==> src/rtl/abus_pkg.sv <==
package abus_pkg;
  typedef enum logic [2:0] {
    ST_IDLE,
    ST_ARB,
    ST_START,
    ST_ACKWAIT,
    ST_RWIN
  } ten_state_e;
endpackage

==> src/rtl/abus_busy_track.sv <==
module abus_busy_track (
  input  logic clk,
  input  logic rst,
  input  logic ts_seen_n,
  input  logic aack_n,
  input  logic ext_busy_n,
  output logic busy
);
  logic seen_q;

  // occupancy rebuilt from start/acknowledge traffic of all agents
  always_ff @(posedge clk) begin
    if (rst)             seen_q <= 1'b0;
    else if (!ts_seen_n) seen_q <= 1'b1;
    else if (!aack_n)    seen_q <= 1'b0;
  end

  assign busy = seen_q | ~ext_busy_n;
endmodule

==> src/rtl/abus_grant_qual.sv <==
module abus_grant_qual (
  input  logic bg_n,
  input  logic artry_n,
  input  logic busy,
  output logic grant_ok
);
  assign grant_ok = ~bg_n & artry_n & ~busy;
endmodule

==> src/rtl/abus_tenure_fsm.sv <==
module abus_tenure_fsm
  import abus_pkg::*;
(
  input  logic clk,
  input  logic rst,
  input  logic req_valid,
  input  logic grant_ok,
  input  logic aack_n,
  input  logic artry_n,
  output logic req_take,
  output logic own_nx,
  output logic br_n,
  output logic abb_n,
  output logic ts_n,
  output logic aoe,
  output logic done
);
  ten_state_e state_q, state_d;

  always_comb begin
    state_d = state_q;
    case (state_q)
      ST_IDLE:    if (req_valid) state_d = ST_ARB;
      ST_ARB:     if (grant_ok)  state_d = ST_START;
      ST_START:   state_d = ST_ACKWAIT;
      ST_ACKWAIT: if (!aack_n)   state_d = ST_RWIN;
      ST_RWIN:    state_d = artry_n ? ST_IDLE : ST_ARB;
      default:    state_d = ST_IDLE;
    endcase
  end

  assign req_take = (state_q == ST_IDLE) && req_valid;
  assign own_nx   = (state_d == ST_START) || (state_d == ST_ACKWAIT);

  always_ff @(posedge clk) begin
    if (rst) begin
      state_q <= ST_IDLE;
      br_n    <= 1'b1;
      abb_n   <= 1'b1;
      ts_n    <= 1'b1;
      aoe     <= 1'b0;
      done    <= 1'b0;
    end else begin
      state_q <= state_d;
      br_n    <= !(state_d == ST_ARB);
      abb_n   <= !own_nx;
      ts_n    <= !(state_d == ST_START);
      aoe     <= own_nx;
      done    <= (state_q == ST_RWIN) && artry_n;
    end
  end
endmodule

==> src/rtl/abus_tenure_master.sv <==
module abus_tenure_master #(
  parameter int AW = 32,
  parameter int TW = 5
) (
  input  logic          clk,
  input  logic          rst,
  input  logic          req_valid,
  input  logic [AW-1:0] req_addr,
  input  logic [TW-1:0] req_ttype,
  output logic          req_done,
  output logic          bus_br_n,
  input  logic          bus_bg_n,
  output logic          bus_abb_n,
  input  logic          bus_abb_in_n,
  output logic          bus_ts_n,
  input  logic          bus_ts_in_n,
  input  logic          bus_aack_n,
  input  logic          bus_artry_n,
  output logic [AW-1:0] bus_addr,
  output logic [TW-1:0] bus_tt,
  output logic          bus_aoe
);
  logic          bus_busy;
  logic          grant_ok;
  logic          req_take;
  logic          own_nx;
  logic [AW-1:0] cap_addr;
  logic [TW-1:0] cap_tt;

  abus_busy_track u_busy (
    .clk(clk), .rst(rst), .ts_seen_n(bus_ts_in_n), .aack_n(bus_aack_n),
    .ext_busy_n(bus_abb_in_n), .busy(bus_busy)
  );

  abus_grant_qual u_qual (
    .bg_n(bus_bg_n), .artry_n(bus_artry_n), .busy(bus_busy), .grant_ok(grant_ok)
  );

  abus_tenure_fsm u_fsm (
    .clk(clk), .rst(rst), .req_valid(req_valid), .grant_ok(grant_ok),
    .aack_n(bus_aack_n), .artry_n(bus_artry_n), .req_take(req_take),
    .own_nx(own_nx), .br_n(bus_br_n), .abb_n(bus_abb_n), .ts_n(bus_ts_n),
    .aoe(bus_aoe), .done(req_done)
  );

  // request held unchanged across retries until completion
  always_ff @(posedge clk) begin
    if (rst) begin
      cap_addr <= '0;
      cap_tt   <= '0;
    end else if (req_take) begin
      cap_addr <= req_addr;
      cap_tt   <= req_ttype;
    end
  end

  always_ff @(posedge clk) begin
    if (rst) begin
      bus_addr <= '0;
      bus_tt   <= '0;
    end else begin
      bus_addr <= own_nx ? cap_addr : '0;
      bus_tt   <= own_nx ? cap_tt   : '0;
    end
  end
endmodule

==> config.mk <==
export PLATFORM = sky130hd
export DESIGN_NAME = abus_tenure_master
export DESIGN_NICKNAME = d
export VERILOG_FILES = /design/src/rtl/abus_pkg.sv /design/src/rtl/abus_busy_track.sv /design/src/rtl/abus_grant_qual.sv /design/src/rtl/abus_tenure_fsm.sv /design/src/rtl/abus_tenure_master.sv
export SDC_FILE = /design/constraint.sdc
export NUM_CORES = 1
export LEC_CHECK = 0
export ABC_AREA = 0
export ABC_CLOCK_PERIOD_IN_PS = 1400
export BUFFER_PORTS_ARGS = -buffer_cell sky130_fd_sc_hd__buf_2
export CAP_MARGIN = 15
export CORE_MARGIN = 2
export CORE_UTILIZATION = 40
export CTS_CLUSTER_SIZE = 30
export DETAILED_ROUTE_END_ITERATION = 7
export MAX_ROUTING_LAYER = met4
export PLACE_DENSITY = 0.76
export SLEW_MARGIN = 15
export SYNTH_ARGS = -nofsm -noshare
export SYNTH_HDL_FRONTEND = slang
export SYNTH_SLANG_ARGS = --single-unit
export TNS_END_PERCENT = 1
==> constraint.sdc <==
create_clock -name clk -period 1.4 [get_ports clk]
set_input_delay 0.07 -clock clk [delete_from_list [all_inputs] [get_ports clk]]
set_output_delay 0.07 -clock clk [all_outputs]
set_load 0.1 [all_outputs]
# After elaboration in Yosys (flattened, before gate mapping)
# Index checks and enable logic that the tools add are counted.
op_classes:
  n_mux: 7
  n_bitwise: 7
  n_eq_ne: 8
  n_reduce_logical: 8
op_table:
  columns: ["op", "n"]
  rows:
  - ["$pmux W3 S5", 1]
  - ["$eq A3 B2 Y1 const B", 4]
  - ["$mux W3", 3]
  - ["$eq A3 B1 Y1 const B", 2]
  - ["$not A1 Y1", 4]
  - ["$eq A3 B3 Y1 const B", 1]
  - ["$logic_not A1 Y1", 3]
  - ["$logic_not A3 Y1", 1]
  - ["$mux W1", 3]
  - ["$and A1 B1 Y1", 2]
  - ["$logic_and A1 B1 Y1", 2]
  - ["$ne A2 B2 Y1 const B", 1]
  - ["$reduce_or A2 Y1", 1]
  - ["$logic_or A1 B1 Y1", 1]
  - ["$or A1 B1 Y1", 1]
word_totals:
  inputBits: 45
  regBits: 83
  wordCells: 41
  out_inout_bits: 42

# Longest topological paths before layout
logic_depth:
  depth_word: 10
  mapped_depth: 7
  ltp_nobuf: 4

# By module
# A second synthesis with hierarchy kept.
unflattened:
  hier_cells: 234
  area_unflattened_um2: 2721.4
by_module_without_submodules:
  columns: ["mod", "instances", "area_each_um2", "cells_each"]
  rows:
  - ["abus_tenure_master", 1, 2361.0, 198]
  - ["abus_tenure_fsm", 1, 309.0, 31]
  - ["abus_busy_track", 1, 38.8, 4]
  - ["abus_grant_qual", 1, 12.5, 1]

# Worst setup path after synthesis
# No wires, ideal clock.
synth_path:
  path_kind: "register to register"
  startpoint: "reg u_busy.seen_q"
  endpoint: "reg bus_addr[13]"
  setup_time_ps: 59
  path_buffers: 2
  arrival_ps: 1164
  required_time_ps: 1341
  setup_slack_ps: 177
  stages_incl_launch_ff: 7
  path_cell_list: "dfxtp_1 -> and4bb_1 -> nand4_2 -> o31ai_2 -> buf_6 -> buf_6 -> and2_1"
synth_via:
  elab_chain_cells: 9
  word_cells_on_any_way: 10
  classes_between: "eq/ne: 2; mux: 2; bitwise: 4; reduce/logical: 2"
synth_rtl:
  columns: ["item", "line_no", "source"]
  rows:
  - ["start: declaration", "abus_busy_track.sv:9", "logic seen_q;"]
  - ["start signal: assignment", "abus_busy_track.sv:13", "if (rst) seen_q <= 1'b0;"]
  - ["start signal: assignment", "abus_busy_track.sv:14", "else if (!ts_seen_n) seen_q <= 1'b1;"]
  - ["start signal: assignment", "abus_busy_track.sv:15", "else if (!aack_n) seen_q <= 1'b0;"]
  - ["$or A1 B1 Y1 (*)", "abus_busy_track.sv:18", "assign busy = seen_q | ~ext_busy_n;"]
  - ["$not A1 Y1 (*)", "abus_grant_qual.sv:7", "assign grant_ok = ~bg_n & artry_n & ~busy;"]
  - ["$and A1 B1 Y1 (*)", "abus_grant_qual.sv:7", null]
  - ["$mux W3 (*)", "abus_tenure_fsm.sv:24", "ST_ARB: if (grant_ok) state_d = ST_START;"]
  - ["$pmux W3 S5 (*)", "abus_tenure_fsm.sv:22", "case (state_q)"]
  - ["$eq A3 B2 Y1", "abus_tenure_fsm.sv:33", "assign own_nx = (state_d == ST_START) || (state_d == ST_ACKWAIT);"]
  - ["$logic_or A1 B1 Y1 (*)", "abus_tenure_fsm.sv:33", null]
  - ["$not A1 Y1 (no line) (*)", null, null]
  - ["$reduce_or A2 Y1 (no line) (*)", null, null]
  - ["end signal: assignment", "abus_tenure_master.sv:62", "bus_addr <= own_nx ? cap_addr : '0;"]
  - ["end: declaration", "abus_tenure_master.sv:19", "output logic [AW-1:0] bus_addr,"]
# Mark *: on every way between the ends. The rest lies on a longest branch, timed or not.
# A chain may end at the register's enable or synchronous reset.

# Final worst setup path
layout_path:
  startpoint: "reg u_busy.seen_q"
  endpoint: "reg bus_tt[3]"
layout_via:
  elab_chain_cells: 9
  word_cells_on_any_way: 10
  classes_between: "eq/ne: 2; mux: 2; bitwise: 4; reduce/logical: 2"
layout_rtl:
  columns: ["item", "line_no", "source"]
  rows:
  - ["$or A1 B1 Y1 (*)", "abus_busy_track.sv:18", null]
  - ["$not A1 Y1 (*)", "abus_grant_qual.sv:7", null]
  - ["$and A1 B1 Y1 (*)", "abus_grant_qual.sv:7", null]
  - ["$mux W3 (*)", "abus_tenure_fsm.sv:24", null]
  - ["$pmux W3 S5 (*)", "abus_tenure_fsm.sv:22", null]
  - ["$eq A3 B2 Y1", "abus_tenure_fsm.sv:33", null]
  - ["$logic_or A1 B1 Y1 (*)", "abus_tenure_fsm.sv:33", null]
  - ["$not A1 Y1 (no line) (*)", null, null]
  - ["$reduce_or A2 Y1 (no line) (*)", null, null]
  - ["end signal: assignment", "abus_tenure_master.sv:63", "bus_tt <= own_nx ? cap_tt : '0;"]
  - ["end: declaration", "abus_tenure_master.sv:20", "output logic [TW-1:0] bus_tt,"]
# Marks and branches as above.

==> out/results.ini <==
[sta]
rsz0062_at_grt = false
setup_violations = 0
fin_hold_ws_ns = 0.02265
fmax_mhz = 746.2
final-max-slew-violation-count = 0
hold_violations = 0
finalCriticalPeriod_ns = 1.340
tightestPinTransition_ns = 0.4983
fin_ws_ns = 0.05996
clock_skew_ns = 0.007268
maxSlewHeadroom = 0.6701
tns_ns = 0
fin_crit_sh = 0.9572

[logic_synthesis]
yosys.area_share.simple = 0.2336
synth.mux.area_fraction = 0
syn_area_per_cell_um2 = 9.645
synthXorXnorAreaFrac = 0
yosysWarnings = 0
synth_fp_nets = 316
synth.top_cell.area_share = 0.6357
synth-compound-area-share = 0.09047
synth_edf_count = 0
synth_seq_cells = 83
synth_top_family_by_area = simple AND/OR/NAND/NOR gates
synthTopCellsByArea = dfxtp_1, nand2_1, and2_1, a21oi_1, buf_4
synth_ff_type = dfxtp_1
async_flop_share = 0
yosysSeqAreaShare = 0.6357
synth_top_area_cell = dfxtp_1
synthDistinctLibCells = 24
netlist_instances = 271
netlist_area_um2 = 2614
synth-adder-area-share = 0

[finish]
layout-drive-gt1-share = 0.2864
final_cell_mix = buf_2, dfxtp_1, nand2_1
synthToLayoutAreaGrowth_pct = 45.28
instances_no_fill = 482
layout_commonest_cell = buf_2
nNetsFinal = 445
diodes = 0

[clock_tree]
clk_path_buf_depth = 2
cts_tree = built
h-tree-depth = 3
clk_pin_slew_ns = 0.08
clock_latency_ns = 0.34
numCtsBuffers = 9
cts-root-buf = clkbuf_8
clock-sinks = 83

[setup_path]
ff2ff_setup_slack_ns = 0.06
cp-end-kind = flop
reg2reg_from = u_busy.seen_q
crit_path_start_kind = flop
reg2reg_to = bus_tt[3]
path_cells = and4bb_1 -> nand4_2 -> o31ai_4 -> buf_4 -> and2_1
cp.arrival_ns = 1.62
slowest_delay_ns = 0.32
reg2regPathDepth = 5
worstPathRequired_ns = 1.68
crit_path_max_fanout = 16
critical_path_buf_inv_count = 1
crit_path_top_delay_cell = dfxtp_1
cp-startpoint = u_busy.seen_q
crit_family = simple AND/OR/NAND/NOR gates
crit_type = reg -> reg

[grt]
grt_antenna_before_repair = 0
first_global_vias = 1992
grt_usage = 0.1573
grt_pass1_wl_um = 8666
globalRoute.totalOverflow = 0
grt_max_degree = 26

[worst_hold_path]
hold_depth = 2
min-delay-start = bus_artry_n
hold_end = u_fsm.done
hold_class = in -> reg

[placement]
io_buffers = 86
pre_cts_ws_ns = 0.06068
dp_hpwl_um = 3422
gp_congestion = 0.8409
dp.cells = 427

[routing]
post_drt_wl_per_cell_um = 11.24
viasPerCell = 4.419
wl_met3_um = 273
drt_wl_total_um = 5417
first_pass_iters = 4
postRouteAntennaNets = 0
wl_met1_um = 2379
vias = 2130
highest_layer = met4
route.met2.wl_um = 2667
drt_first_iter_violations = 51
drc = 0

[floorplan]
start_util = 0.4116
die_y_um = 84.84
rows = 29
core_area_um2 = 6350
io_pins = 87
dieArea_um2 = 7197
die_w_um = 84.84

[pwr]
power_density_nw_per_um2 = 1313
ir_worst_vdd_uv = 809.5
p_total_uw = 4984
p_leak_uw = 0.001718

[run]
cap_violations = 0

[status]
status = completed

## worst register-to-register path: cells and delay by family (launching register included)
kind | cells | cell delay, ns
AND/OR/NAND/NOR | 3 | 0.61
flip-flops | 1 | 0.32
buffers and inverters | 1 | 0.24
AO/OA/AOI/OAI | 1 | 0.12
## synthesized netlist by cell type, types with 2 or more instances
cell,n
inv_1,2
buf_2,5
clkbuf_1,4
and2_1,39
buf_6,2
buf_4,4
a21oi_1,40
nand2_1,77
dfxtp_1,83
## through the flow
stage	util	instance area, um2
2_1_floorplan	-	2614
3_5_place_dp	0.4971	3157
6_report	0.5980	3797
5_1_grt	0.5980	3797
3_3_place_gp	0.4971	3157
4_1_cts	0.5976	3795
## worst max path at each step
stage                   endpoint  slack, ns  cells past startpoint
detailed placement  cap_addr[18]       0.06                      5
floorplan           bus_addr[13]       0.18                      6
global route           bus_tt[0]     0.0004                      5
finish                 bus_tt[3]       0.06                      5
CTS                 cap_addr[18]       0.05                      5
global placement     cap_addr[1]       0.12                      5
## logic make-up after synthesis
group | Yosys count
flip-flops | 83
AND/OR/NAND/NOR | 126
AO/OA/AOI/OAI | 44
buffers and inverters | 18
## routing by layer
layer | track usage | vias to the layer above
met4 | 0.07215 | 0
met2 | 0.2584 | 65
met3 | 0.03405 | 11
li1 | - | 1115
met1 | 0.1849 | 939
met5 | - | -
## registers in the layout, summed over array words and instances (netlist names)
signal and flops:
u_fsm.abb_n 1, bus_tt 5, cap_tt 5, bus_addr 32, u_fsm.state_q 3, u_fsm.aoe 1
u_busy.seen_q 1, u_fsm.ts_n 1, u_fsm.done 1, cap_addr 32, u_fsm.br_n 1
## layout make-up
type / instances / area [um2]
Fill cell: 542 / 2552
Timing Repair Buffer: 134 / 925.9
Clock buffer: 9 / 123.9
Inverter: 2 / 7.507
Clock inverter: 7 / 123.9
Sequential cell: 83 / 1662
Tap cell: 77 / 96.34
Multi-Input combinational cell: 170 / 858.3
## power breakdown
group | internal (uW) | switching (uW)
combinational | 215 | 243
clock | 1200 | 852
sequential | 2440 | 35.6
total | 3850 | 1130
## repair_timing
item / 4_1_cts / 5_1_grt
hold buffers: 39 / 0
setup buffers: 0 / 0
hold endpoints to repair: 38 / 0
setup endpoints to repair: 0 / 18
gates resized for setup: 0 / 1
Power figures use the tool's default switching activity.
